<file path="config.mk">
export PLATFORM = sky130hd
export DESIGN_NAME = hzc_top
export DESIGN_NICKNAME = d
export VERILOG_FILES = /design/src/rtl/hzc_pkg.sv /design/src/rtl/hzc_dep_detect.sv /design/src/rtl/hzc_fetch_gate.sv /design/src/rtl/hzc_stage_regs.sv /design/src/rtl/hzc_top.sv
export SDC_FILE = /design/constraint.sdc
export NUM_CORES = 1
export LEC_CHECK = 0
export CORE_ASPECT_RATIO = 1.4
export CORE_MARGIN = 2
export CORE_UTILIZATION = 42
export CTS_BUF_LIST = sky130_fd_sc_hd__clkbuf_4
export DETAILED_ROUTE_END_ITERATION = 12
export GPL_TIMING_DRIVEN = 0
export MAX_ROUTING_LAYER = met4
export PLACE_DENSITY_LB_ADDON = 0.1
export SLEW_MARGIN = 20
export SYNTH_ARGS = -nofsm -noshare
export SYNTH_HDL_FRONTEND = slang
export SYNTH_SLANG_ARGS = --single-unit
export TNS_END_PERCENT = 20
</file>
<file path="constraint.sdc">
create_clock -name clk -period 1.35 [get_ports clk]
set_input_delay 0.135 -clock clk [delete_from_list [all_inputs] [get_ports clk]]
set_output_delay 0.135 -clock clk [all_outputs]
set_load 0.05 [all_outputs]
</file>
<file path="src/rtl/hzc_pkg.sv">
package hzc_pkg;
   typedef enum logic [1:0] {
      KIND_PLAIN = 2'd0,
      KIND_JUMP  = 2'd1,
      KIND_COND  = 2'd2
   } kind_e;
endpackage

</file>
<file path="src/rtl/hzc_dep_detect.sv">
module hzc_dep_detect #(
   parameter int REG_W = 4,
   parameter int NSRC  = 2
) (
   input  logic                  cons_vld,
   input  logic [NSRC*REG_W-1:0] cons_src,
   input  logic                  prod_vld,
   input  logic [REG_W-1:0]      prod_dst,
   output logic                  hit
);
   localparam logic [REG_W-1:0] NOREG = '0;

   logic [NSRC-1:0] match;

   generate
      for (genvar i = 0; i < NSRC; i++) begin : g_src
         logic [REG_W-1:0] s;
         assign s        = cons_src[i*REG_W +: REG_W];
         assign match[i] = (s != NOREG) && (s == prod_dst);
      end
   endgenerate

   assign hit = cons_vld && prod_vld && (prod_dst != NOREG) && (|match);
endmodule

</file>
<file path="src/rtl/hzc_fetch_gate.sv">
module hzc_fetch_gate
   import hzc_pkg::*;
#(
   parameter bit COND_SPEC = 1'b0
) (
   input  logic       clk,
   input  logic       rst_n,
   input  logic       d_vld,
   input  logic [1:0] d_kind,
   input  logic       o_vld,
   input  logic [1:0] o_kind,
   input  logic       op_taken,
   input  logic       dep_hit,
   output logic       fetch_en,
   output logic       dep_stall,
   output logic       abort
);
   logic jump_hold;
   logic cond_hold;

   assign jump_hold = d_vld && (d_kind == KIND_JUMP);

   generate
      if (COND_SPEC) begin : g_seq
         assign cond_hold = 1'b0;
         assign abort     = o_vld && (o_kind == KIND_COND) && op_taken;
      end else begin : g_wait
         assign cond_hold = (d_vld && (d_kind == KIND_COND)) ||
                            (o_vld && (o_kind == KIND_COND));
         assign abort     = 1'b0;


         cond_gap_chk: assert property (@(posedge clk) disable iff (!rst_n)
            (o_vld && (o_kind == KIND_COND)) |=> !d_vld);
      end
   endgenerate

   assign dep_stall = dep_hit && !abort;
   assign fetch_en  = !(dep_stall || abort || jump_hold || cond_hold);


   jump_gap_chk: assert property (@(posedge clk) disable iff (!rst_n)
      (d_vld && (d_kind == KIND_JUMP) && !dep_stall) |=> !d_vld);
endmodule

</file>
<file path="src/rtl/hzc_stage_regs.sv">
module hzc_stage_regs #(
   parameter int REG_W = 4,
   parameter int NSRC  = 2
) (
   input  logic                  clk,
   input  logic                  rst_n,
   input  logic                  f_vld,
   input  logic [NSRC*REG_W-1:0] f_src,
   input  logic [REG_W-1:0]      f_dst,
   input  logic [1:0]            f_kind,
   input  logic                  dep_stall,
   input  logic                  abort,
   output logic                  d_vld,
   output logic [NSRC*REG_W-1:0] d_src,
   output logic [REG_W-1:0]      d_dst,
   output logic [1:0]            d_kind,
   output logic                  o_vld,
   output logic [REG_W-1:0]      o_dst,
   output logic [1:0]            o_kind,
   output logic                  w_vld,
   output logic [REG_W-1:0]      w_dst
);
   always_ff @(posedge clk) begin
      if (!rst_n) begin
         d_vld  <= 1'b0;
         d_src  <= '0;
         d_dst  <= '0;
         d_kind <= '0;
      end else if (abort) begin
         d_vld  <= 1'b0;
      end else if (!dep_stall) begin
         d_vld  <= f_vld;
         d_src  <= f_src;
         d_dst  <= f_dst;
         d_kind <= f_kind;
      end
   end

   always_ff @(posedge clk) begin
      if (!rst_n) begin
         o_vld  <= 1'b0;
         o_dst  <= '0;
         o_kind <= '0;
         w_vld  <= 1'b0;
         w_dst  <= '0;
      end else begin
         o_vld  <= d_vld && !dep_stall && !abort;
         o_dst  <= d_dst;
         o_kind <= d_kind;
         w_vld  <= o_vld;
         w_dst  <= o_dst;
      end
   end


   bubble_after_stall_chk: assert property (@(posedge clk) disable iff (!rst_n)
      dep_stall |=> !o_vld);


   hold_on_stall_chk: assert property (@(posedge clk) disable iff (!rst_n)
      dep_stall |=> (d_vld && $stable(d_src) && $stable(d_dst)));


   abort_empties_chk: assert property (@(posedge clk) disable iff (!rst_n)
      abort |=> (!d_vld && !o_vld));


   abort_no_write_chk: assert property (@(posedge clk) disable iff (!rst_n)
      abort |=> ##1 !w_vld);
endmodule

</file>
<file path="src/rtl/hzc_top.sv">
module hzc_top
   import hzc_pkg::*;
#(
   parameter int REG_W     = 4,
   parameter int NSRC      = 2,
   parameter bit COND_SPEC = 1'b0
) (
   input  logic                  clk,
   input  logic                  rst_n,
   input  logic                  in_valid,
   input  logic [NSRC*REG_W-1:0] in_src,
   input  logic [REG_W-1:0]      in_dst,
   input  logic [1:0]            in_kind,
   input  logic                  op_taken,
   output logic                  fetch_en,
   output logic                  dep_stall,
   output logic                  bubble_o,
   output logic                  abort,
   output logic                  vld_f,
   output logic                  vld_d,
   output logic                  vld_o,
   output logic                  vld_w,
   output logic                  wb_en,
   output logic [REG_W-1:0]      wb_dst
);
   localparam int SRC_BITS = NSRC * REG_W;

   generate
      if (REG_W < 2) begin : g_bad_w
         $error("hzc_top: REG_W must be at least 2");
      end
      if (NSRC < 1) begin : g_bad_n
         $error("hzc_top: NSRC must be at least 1");
      end
   endgenerate

   logic [SRC_BITS-1:0] d_src;
   logic [REG_W-1:0]    d_dst, o_dst, w_dst;
   logic [1:0]          d_kind, o_kind;
   logic                d_vld, o_vld, w_vld;
   logic                dep_hit;

   assign vld_f = in_valid && fetch_en;

   hzc_dep_detect #(.REG_W(REG_W), .NSRC(NSRC)) u_dep (
      .cons_vld (d_vld),
      .cons_src (d_src),
      .prod_vld (o_vld),
      .prod_dst (o_dst),
      .hit      (dep_hit)
   );

   hzc_fetch_gate #(.COND_SPEC(COND_SPEC)) u_gate (
      .clk       (clk),
      .rst_n     (rst_n),
      .d_vld     (d_vld),
      .d_kind    (d_kind),
      .o_vld     (o_vld),
      .o_kind    (o_kind),
      .op_taken  (op_taken),
      .dep_hit   (dep_hit),
      .fetch_en  (fetch_en),
      .dep_stall (dep_stall),
      .abort     (abort)
   );

   hzc_stage_regs #(.REG_W(REG_W), .NSRC(NSRC)) u_regs (
      .clk       (clk),
      .rst_n     (rst_n),
      .f_vld     (vld_f),
      .f_src     (in_src),
      .f_dst     (in_dst),
      .f_kind    (in_kind),
      .dep_stall (dep_stall),
      .abort     (abort),
      .d_vld     (d_vld),
      .d_src     (d_src),
      .d_dst     (d_dst),
      .d_kind    (d_kind),
      .o_vld     (o_vld),
      .o_dst     (o_dst),
      .o_kind    (o_kind),
      .w_vld     (w_vld),
      .w_dst     (w_dst)
   );

   assign bubble_o = dep_stall;
   assign vld_d    = d_vld;
   assign vld_o    = o_vld;
   assign vld_w    = w_vld;
   assign wb_en    = w_vld && (w_dst != '0);
   assign wb_dst   = w_dst;


   wb_follows_operate_chk: assert property (@(posedge clk) disable iff (!rst_n)
      wb_en |-> $past(o_vld));
endmodule

</file>
==> impl_metrics.env <==
export IMPL_synthesized_instance_count=118
export IMPL_result_of_the_run="complete, but fails checks"
export IMPL_dpl_cell_area_um2=1470
export IMPL_cts_made_buffers=3
export IMPL_port_buffers=27
export IMPL_die_height_um=65.2
export IMPL_simple_gate_portion_of_the_synthesized_area_pct=23.4
export IMPL_p_seq_share_pct=59.8
export IMPL_timing_critical_path_slowest_stage_cell="sky130_fd_sc_hd__dfxtp_4"
export IMPL_cts_root_buf="sky130_fd_sc_hd__clkbuf_4"
export IMPL_finalSetupViolations=20
export IMPL_synth_enable_flop_cells=0
export IMPL_critPathRequiredTime_ns=1.22
export IMPL_globalRouteOverflowTotal=0
export IMPL_ys_seq_area_share_pct=48.1
export IMPL_postSynthAreaPerCell_um2=9.53
export IMPL_cts_htree_levels=1
export IMPL_timing_final_max_slew_violations=0
export IMPL_antennaDiodeCount=0
export IMPL_cellInternalPower_uw=1080
export IMPL_final_critical_path_setup_slack_ns=-0.445
export IMPL_synth_fa_ha_area_share_pct=0
export IMPL_post_synth_mux_area_share_pct=12.5
export IMPL_cts_hold_buffers_added=0
export IMPL_path_cells="nor4_2 > nor2_2 > nand4_2 > nand2_4 > buf_12 > nor2_4 > buf_6"
export IMPL_detail_route_wirelength_um=2020
export IMPL_clock_sinks=27
export IMPL_synth_seq_cells=27
export IMPL_hold_path_startpoint="rst_n"
export IMPL_cp_max_fo=6
export IMPL_die_width_um=47.7
export IMPL_power_share_switching_pct=25.6
export IMPL_synth_lib_cells_used_distinct=22
export IMPL_layout_nets=173
export IMPL_synth_xor_area_share_pct=7.01
export IMPL_floorplan_die_area_um2=3110
export IMPL_timing_reg2reg_worst_path_depth=7
export IMPL_gp_congestion=0.742
export IMPL_setup_repair_after_global_routing_missed_its_margin="true"
export IMPL_maximum_ir_drop_on_the_vdd_rail_uv=604
export IMPL_layout_filler_cells=254
export IMPL_switching_power_uw=370
export IMPL_fin_crit_sh_pct=133
export IMPL_worst_r2r_startpoint="u_regs.o_dst[0]$_SDFF_PN0_"
export IMPL_route_antenna_remaining_nets=0
export IMPL_drc=0
export IMPL_crit_path_end_kind="output pin"
export IMPL_clock_tree_buffer_depth=2
export IMPL_number_of_max_cap_violations=0
export IMPL_num_rows=22
export IMPL_grt_start_max_net_pins=15
export IMPL_cpPeakStageDelay_ns=0.38
export IMPL_areaGrowthSynthToFinish_pct=36.9
export IMPL_fin_worst_skew_ns=0.00606
export IMPL_finalInstanceArea_um2=1540
export IMPL_vias_per_cell=4.55
export IMPL_dp_hpwl_um=1530
export IMPL_violations_in_the_final_reports="negative setup slack"
export IMPL_async_reset_ff_share_pct=0
export IMPL_initialDrtViolationCount=11
export IMPL_static_leakage_uw=0.000667
export IMPL_r2r_end="u_regs.d_src[1]$_SDFFE_PN0N_"
export IMPL_grt_antenna_before_repair=0
export IMPL_final_hold_violation_count=0
export IMPL_synth_fp_nets=136
export IMPL_timing_critical_path_from_type="flop"
export IMPL_layout_common_cells="sky130_fd_sc_hd__nand2_1, sky130_fd_sc_hd__dfxtp_1, sky130_fd_sc_hd__clkdlybuf4s50_1"
export IMPL_start_util_pct=43.5
export IMPL_setup_cp_type="flop to output pin"
export IMPL_ff2ff_setup_slack_ns=-0.15
export IMPL_clk_pin_slew_ns=0.14
export IMPL_yosysWarningCount=0
export IMPL_combPwrFrac_pct=15.6
export IMPL_vias_in_the_first_global_route=806
export IMPL_grt_first_pass_wirelength_um=3510
export IMPL_synth_compound_area_share_pct=2.00
export IMPL_post_synth_instance_area_um2=1120
export IMPL_max_freq_mhz=557
export IMPL_holdCritPathClass="primary input to flop"
export IMPL_vias_after_detailed_routing=864
export IMPL_worst_hold_path_endpoint="u_regs.o_dst[0]$_SDFF_PN0_"
export IMPL_final_common_cell="sky130_fd_sc_hd__nand2_1"
export IMPL_dominant_combinational_cell_family_by_area_after_synthesis="simple AND/OR/NAND/NOR gates"
export IMPL_top_level_ports=31
export IMPL_worst_skew_pair_late_latency_ns=0.32
export IMPL_floorplan_core_area_um2=2590
export IMPL_clock_tree_from_tritoncts="yes"
export IMPL_avgRoutedWirePerCell_um=10.6
export IMPL_power_share_clock_pct=24.6
export IMPL_share_of_final_layout_standard_cells_stronger_than_drive_strength_1_pct=29.9
export IMPL_setup_tns_final_ns=-3.24
export IMPL_firstDrtPassIters=4
export IMPL_power_density_nw_per_um2=939
export IMPL_track_usage_pct=15.9
export IMPL_critPathArrivalTime_ns=1.66
export IMPL_ys_dominant_reg_cell="sky130_fd_sc_hd__dfxtp_1"
export IMPL_share_of_the_core_filled_with_cells_in_the_final_layout_pct=59.5
export IMPL_finalWorstPathRequiredPeriod_ns=1.79
export IMPL_worst_hold_path_num_cells=3
-- worst max-delay path, delay by kind of cell (launching register included) --
family | cells | cell delay, ns
AND/OR/NAND/NOR | 5 | 0.67
flip-flops | 1 | 0.38
buffers and inverters | 2 | 0.30
-- state kept, by name, indices dropped and copies added, names as in the netlist --
signal	flops
u_regs.d_dst	4
u_regs.d_kind	2
u_regs.d_src	8
u_regs.d_vld	1
u_regs.o_dst	4
u_regs.o_kind	2
u_regs.o_vld	1
u_regs.w_dst	4
u_regs.w_vld	1
-- worst max path at each step --
| stage | startpoint | endpoint | slack (ns) | cells past startpoint |
|---|---|---|---|---|
| final | u_regs.o_dst[1]$_SDFF_PN0_ | vld_f | -0.44 | 7 |
| after global placement | u_regs.o_dst[0]$_SDFF_PN0_ | dep_stall | -0.91 | 7 |
| after global routing | u_regs.o_dst[0]$_SDFF_PN0_ | dep_stall | -0.56 | 7 |
| after floorplan | u_regs.o_dst[3]$_SDFF_PN0_ | vld_f | -0.13 | 6 |
| after detailed placement | u_regs.o_dst[0]$_SDFF_PN0_ | dep_stall | -0.92 | 7 |
| after CTS | u_regs.o_dst[3]$_SDFF_PN0_ | dep_stall | -0.45 | 7 |
-- cell families after synthesis --
kind of cell              count (synthesis)
and+or+nand+nor                          50
DFF                                      27
other                                     1
muxes                                    14
AOI/OAI and AO/OA                         3
buffers and inverters                    14
xor gates and xnor gates                  9
-- layout make-up --
type	instances	area, um2	area share [%]
Clock buffer	4	30.0	1.95
Inverter	7	26.3	1.71
Multi-Input combinational cell	77	533	34.6
Timing Repair Buffer	32	284	18.4
Sequential cell	27	564	36.6
Tap cell	36	45.0	2.92
Buffer	7	57.6	3.74
-- routing by layer --
layer / track usage, % / vias up / share of wire [%]
li1: - / 446 / -
met1: 18.9 / 393 / 43
met2: 26.2 / 21 / 51
met3: 2.47 / 4 / 4.0
met4: 6.08 / 0 / 1.6
met5: - / - / 0
-- synthesized netlist by cell type, drive strengths merged, types with 2 or more instances --
cell,number,area [um2]
and2,5,32.5
buf,3,35.0
clkbuf,4,15.0
dfxtp,27,541
inv,7,26.3
mux2i,14,140
nand2,33,131
nand4,2,25.0
nor2,4,15.0
nor3,2,20.0
nor4,3,31.3
xnor2,4,35.0
xor2,5,43.8
-- power by group through the flow --
stage	combinational, uW	sequential [uW]	clock, uW
global route	248	872	425
finish	226	866	355
global placement	220	882	0
detailed placement	225	883	0
CTS	229	863	370
floorplan	119	901	0
-- repair_timing --
item                                   CTS  global route
buffers inserted                         5             0
pin swaps                                7             4
endpoints found under the hold margin    0             0
setup endpoints to repair               27            27
gates resized for setup                 53            14
-- metrics by stage --
| step | instances | hold WS [ns] | worst slack [ns] | power (uW) |
|---|---|---|---|---|
| final | 190 | 0.155 | -0.445 | 1450 |
| after global routing | 190 | 0.168 | -0.555 | 1540 |
| after CTS | 190 | 0.160 | -0.453 | 1460 |
| after detailed placement | 181 | 0.425 | -0.916 | 1110 |
| after global placement | 181 | 0.408 | -0.913 | 1100 |
| after floorplan | 118 | 0.266 | -0.134 | 1020 |
No activity file was read; power rests on OpenSTA's default activity.
